$ cat src/rtl/flag_alu_pkg.sv
package flag_alu_pkg;

  localparam int OP_W = 3;

  typedef enum logic [OP_W-1:0] {
    OP_AND = 3'b000,
    OP_OR  = 3'b001,
    OP_NOT = 3'b010,
    OP_XOR = 3'b011,
    OP_CMP = 3'b100,
    OP_ADD = 3'b101,
    OP_ADC = 3'b110,
    OP_SUB = 3'b111
  } aluOp_e;

  typedef enum logic [1:0] {
    LOGIC_AND = 2'd0,
    LOGIC_OR  = 2'd1,
    LOGIC_NOT = 2'd2,
    LOGIC_XOR = 2'd3
  } logicFn_e;

  typedef enum logic [1:0] {
    CIN_ZERO = 2'd0,
    CIN_ONE  = 2'd1,
    CIN_FLAG = 2'd2
  } cinMode_e;

  typedef struct packed {
    logicFn_e logicFn;
    logic     useAdder;
    logic     invRight;
    cinMode_e cinMode;
    logic     writeEn;
  } aluStrobes_t;

endpackage

$ cat src/rtl/flag_alu_ctrl.sv
module flag_alu_ctrl
  import flag_alu_pkg::*;
(
  input  logic [OP_W-1:0] opSel,
  output aluStrobes_t     strobes
);

  always_comb begin
    strobes = '{logicFn: LOGIC_AND, useAdder: 1'b0, invRight: 1'b0,
                cinMode: CIN_ZERO, writeEn: 1'b1};
    case (aluOp_e'(opSel))
      OP_AND: strobes.logicFn = LOGIC_AND;
      OP_OR:  strobes.logicFn = LOGIC_OR;
      OP_NOT: strobes.logicFn = LOGIC_NOT;
      OP_XOR: strobes.logicFn = LOGIC_XOR;
      OP_CMP: begin
        strobes.useAdder = 1'b1;
        strobes.invRight = 1'b1;
        strobes.cinMode  = CIN_ONE;
        strobes.writeEn  = 1'b0;
      end
      OP_ADD: begin
        strobes.useAdder = 1'b1;
        strobes.cinMode  = CIN_ZERO;
      end
      OP_ADC: begin
        strobes.useAdder = 1'b1;
        strobes.cinMode  = CIN_FLAG;
      end
      OP_SUB: begin
        strobes.useAdder = 1'b1;
        strobes.invRight = 1'b1;
        strobes.cinMode  = CIN_ONE;
      end
      default: strobes.writeEn = 1'b1;
    endcase
  end

  // only compare drops the result
  always_comb begin
    if (strobes.useAdder && strobes.invRight && !strobes.writeEn)
      assert_cmp_only_R12: assert (opSel == OP_CMP)
        else $error("write enable low for non-compare code");
  end

endmodule

$ cat src/rtl/flag_alu_datapath.sv
module flag_alu_datapath
  import flag_alu_pkg::*;
#(
  parameter int WIDTH = 8
) (
  input  logic [WIDTH-1:0] leftOp,
  input  logic [WIDTH-1:0] rightOp,
  input  logic             carryIn,
  input  aluStrobes_t      strobes,
  output logic [WIDTH-1:0] result,
  output logic             carryOut,
  output logic             overflow,
  output logic             zero,
  output logic             negative
);

  localparam int MSB = WIDTH - 1;

  logic [WIDTH-1:0] logicRes;
  logic [WIDTH-1:0] rightEff;
  logic [WIDTH-1:0] sumBits;
  logic [WIDTH:0]   carryChain;
  logic             adderCin;

  always_comb begin
    case (strobes.logicFn)
      LOGIC_AND: logicRes = leftOp & rightOp;
      LOGIC_OR:  logicRes = leftOp | rightOp;
      LOGIC_NOT: logicRes = ~leftOp;
      LOGIC_XOR: logicRes = leftOp ^ rightOp;
      default:   logicRes = '0;
    endcase
  end

  always_comb begin
    case (strobes.cinMode)
      CIN_ONE:  adderCin = 1'b1;
      CIN_FLAG: adderCin = carryIn;
      default:  adderCin = 1'b0;
    endcase
  end

  assign carryChain[0] = adderCin;

  for (genvar i = 0; i < WIDTH; i++) begin : g_bit
    assign rightEff[i]     = rightOp[i] ^ strobes.invRight;
    assign sumBits[i]      = leftOp[i] ^ rightEff[i] ^ carryChain[i];
    assign carryChain[i+1] = (leftOp[i] & rightEff[i]) |
                             (carryChain[i] & (leftOp[i] ^ rightEff[i]));
  end

  always_comb begin
    if (strobes.useAdder) begin
      result   = sumBits;
      carryOut = carryChain[WIDTH];
      overflow = carryChain[WIDTH] ^ carryChain[MSB];
    end else begin
      result   = logicRes;
      carryOut = 1'b0;
      overflow = 1'b0;
    end
  end

  assign zero     = (result == '0);
  assign negative = result[MSB];

  // overflow only when operand signs agree and the sum sign disagrees
  always_comb begin
    if (overflow)
      assert_ovf_sign_R8: assert (leftOp[MSB] == rightEff[MSB] && sumBits[MSB] != leftOp[MSB])
        else $error("overflow without sign disagreement");
  end

  // logic functions never raise arithmetic flags
  always_comb begin
    if (!strobes.useAdder)
      assert_logic_noflags_R9: assert (!carryOut && !overflow)
        else $error("arithmetic flag set by logic function");
  end

endmodule

$ cat src/rtl/flag_alu.sv
module flag_alu
  import flag_alu_pkg::*;
#(
  parameter int WIDTH = 8
) (
  input  logic [WIDTH-1:0] leftBus,
  input  logic [WIDTH-1:0] rightBus,
  input  logic [OP_W-1:0]  opSel,
  input  logic             carryIn,
  output logic [WIDTH-1:0] resultBus,
  output logic             carryFlag,
  output logic             overflowFlag,
  output logic             zeroFlag,
  output logic             negFlag,
  output logic             resultWe
);

  aluStrobes_t strobes;

  flag_alu_ctrl i_ctrl (
    .opSel   (opSel),
    .strobes (strobes)
  );

  flag_alu_datapath #(.WIDTH(WIDTH)) i_datapath (
    .leftOp   (leftBus),
    .rightOp  (rightBus),
    .carryIn  (carryIn),
    .strobes  (strobes),
    .result   (resultBus),
    .carryOut (carryFlag),
    .overflow (overflowFlag),
    .zero     (zeroFlag),
    .negative (negFlag)
  );

  assign resultWe = strobes.writeEn;

  // a zero result cannot be negative
  always_comb begin
    if (zeroFlag)
      assert_zero_notneg_R10: assert (!negFlag)
        else $error("zero and negative both set");
  end

  // NOT drives the inverse of the left bus
  always_comb begin
    if (opSel == OP_NOT)
      assert_not_left_R2: assert (resultBus == ~leftBus)
        else $error("NOT result mismatch");
  end

  // compare never requests a write
  always_comb begin
    if (opSel == OP_CMP)
      assert_cmp_nowrite_R12: assert (!resultWe)
        else $error("compare requested write");
  end

endmodule

$ cat config.mk
export PLATFORM = sky130hd
export DESIGN_NAME = flag_alu
export DESIGN_NICKNAME = d
export VERILOG_FILES = /design/src/rtl/flag_alu_pkg.sv /design/src/rtl/flag_alu_ctrl.sv /design/src/rtl/flag_alu_datapath.sv /design/src/rtl/flag_alu.sv
export SDC_FILE = /design/constraint.sdc
export NUM_CORES = 1
export LEC_CHECK = 0
export ABC_AREA = 1
export BUFFER_PORTS_ARGS = -buffer_cell sky130_fd_sc_hd__buf_2
export CORE_ASPECT_RATIO = 0.7
export CORE_MARGIN = 10
export CORE_UTILIZATION = 55
export DETAILED_ROUTE_END_ITERATION = 10
export GPL_TIMING_DRIVEN = 1
export PLACE_DENSITY_LB_ADDON = 0.3
export SYNTH_ARGS = -nofsm -noshare
export SYNTH_HDL_FRONTEND = slang
export SYNTH_SLANG_ARGS = --single-unit
export TNS_END_PERCENT = 100
$ cat constraint.sdc
create_clock -name vclk -period 5.62
set_input_delay 0.281 -clock vclk [all_inputs]
set_output_delay 0.281 -clock vclk [all_outputs]
set_load 0.03 [all_outputs]
==> flow_summary.yaml <==
run_status:
  outcome: "finished clean"
finish:
  utilization_pct: 65.9
  nClkBuffers: 0
  syn_to_final_growth_pct: 14.4
  drive_gt1_share_pct: 24.9
  nets: 245
  num-fill-cells: 174
  seqCellArea_um2: 0
  num_antenna_cells: 0
  layout.cells.non_filler: 219
  layout_common_cells: "43 x nand2_1, 33 x buf_2, 29 x inv_1, 19 x nor2_1, 18 x ha_1"
  final_area_um2: 1220
  seq_cells: 0
  final_common_cell: "nand2_1"
clock_network:
  cts_setup_buffers: 0
  cts_hold_buf: 0
  cts_resized: 0
placed_design:
  portBuffers: 33
  hpwl_um: 2300
  place_inst: 219
  dp_worst_setup_slack_ns: 0.391
  routabilityCongestion: 0.808
  place_area_um2: 1220
floorplanning:
  die_h_um: 56.9
  fp-row-count: 13
  ioPinCount: 33
  core_um2: 1850
  start_util_pct: 57.6
  die_x_um: 72.7
  dieArea_um2: 4130
power_and_ir_drop:
  worst_ir_drop_vdd_v: 0.0000640
  p_leak_nw: 0.718
  power_density_nw_per_um2: 113
  power_uw: 138
global_route:
  first_global_vias: 1100
  overflow: 0
  gr-usage-all-layers_pct: 12.3
  antenna_found_initial: 0
  grt_pass1_wl_um: 4540
  grt_max_degree: 24
logic_synthesis:
  synth_cells: 169
  syn-cell-area_um2: 1070
  yosysWarnings: 0
  synthDistinctLibCells: 23
  avgSynthCellArea_um2: 6.32
  synth_nets: 215
  synth_seq_area_share_pct: 0
drt:
  finalWirelength_um: 2590
  wl_per_cell_um: 11.8
  drt-pass1-iter-count: 4
  viasPerCell: 4.97
  first_iter_violations: 39
  vias: 1088
  route.detailed.drc: 0
  postRouteAntennaNets: 0
flow_run:
  max_cap_viol_count: 0
timing:
  whs_ns: 1.04
  finalCritPeriodShare_pct: 92.3
  tightest_slew_ns: 0.290
  hold_violations: 0
  rsz0062_at_grt: "no"
  fin_setup_tns_ns: 0
  maxSlewHeadroom_pct: 80.6
  setup_viol: 0
  fmax_mhz: 193
  fin_crit_ns: 5.19
  slew_viol_final: 0
  fin_ws_ns: 0.430
worst_setup_path:
  path_class: "in2out"
  startpoint_type: "primary input"
  cp_max_fo: 23
  cp.arrival_ns: 4.91
  critPathCaptureType: "output pin"
  critPathRequiredTime_ns: 5.34
worst_hold_path:
  hold_class: "in2out"
  holdPathStages: 4
  hold_start: "opSel[2]"
  whs_endpoint: "carryFlag"
[Yosys cell counts]
cell type  instances  area share [%]
nand3_1            5             2.3
clkinv_2           1            0.47
inv_4              1            0.59
o21ai_2            1            0.82
fa_1               8              15
nand4_1            4             2.3
inv_1             29              10
nand2_1           43              15
buf_2              1            0.47
o21ai_0            4             1.9
nand2_2            1            0.59
inv_2              3             1.1
nand2_4            1             1.1
nor2_2             6             3.5
o21ai_1            6             2.8
xor2_1             8             6.6
buf_4              4             2.8
nor2_1            19             6.7
ha_1              18              21
a21oi_1            3             1.4
buf_6              1             1.1
nor2_8             1             1.9
clkinv_1           1            0.35
[cell type report]
class / instances / area, um2 / area share, %
Multi-Input combinational cell: 128 / 887 / 72.6
Timing Repair Buffer: 34 / 173 / 14.1
Inverter: 35 / 135 / 11.1
Tap cell: 22 / 27.5 / 2.25
[cell families (layout without fill, tap and decap cells)]
group | after synthesis | after routing | share of synthesized area [%]
adder cells (fa/ha/maj) | 26 | 26 | 36.1
buffers and inverters | 41 | 69 | 17.0
AO/OA/AOI/OAI | 14 | 14 | 6.91
XOR/XNOR | 8 | 8 | 6.56
AND/OR/NAND/NOR | 80 | 80 | 33.5
[how the worst max path moves through the flow]
stage	start	endpoint	slack, ns	cells after the start
final	opSel[2]	zeroFlag	0.43	26
after global routing	opSel[0]	zeroFlag	0.09	24
after CTS	opSel[2]	zeroFlag	0.40	26
after detailed placement	opSel[2]	zeroFlag	0.39	26
after global placement	opSel[0]	zeroFlag	0.53	24
after floorplan	opSel[0]	zeroFlag	0.07	24
[worst max-delay path: stages]
cell     delay, ns
buf_2         0.18
inv_4         0.20
o21ai_1       0.13
buf_4         0.20
inv_2         0.06
ha_1          0.14
a21oi_1       0.06
nor2_1        0.14
fa_1          0.19
inv_1         0.05
fa_1          0.37
fa_1          0.41
fa_1          0.38
inv_1         0.08
fa_1          0.15
inv_1         0.05
fa_1          0.35
inv_1         0.08
fa_1          0.27
fa_1          0.45
o21ai_1       0.13
nand4_1       0.13
nor2_1        0.11
nand2_1       0.06
nor2_1        0.07
buf_2         0.20
[routing by layer]
| metal | wire (um) | up-vias | track usage, % |
|---|---|---|---|
| li1 | - | 563 | - |
| met1 | 1140 | 493 | 15.2 |
| met2 | 1310 | 32 | 23.1 |
| met3 | 139 | 0 | 1.05 |
| met4 | 0 | 0 | 0.541 |
| met5 | 0 | - | 0 |
[where the power goes]
group	switching, mW	leakage [nW]	internal, mW
sequential	0	0	0
clock	0	0	0
combinational	0.0915	0.718	0.0468
total	0.0915	0.718	0.0468
Power figures use the tool's default switching activity.
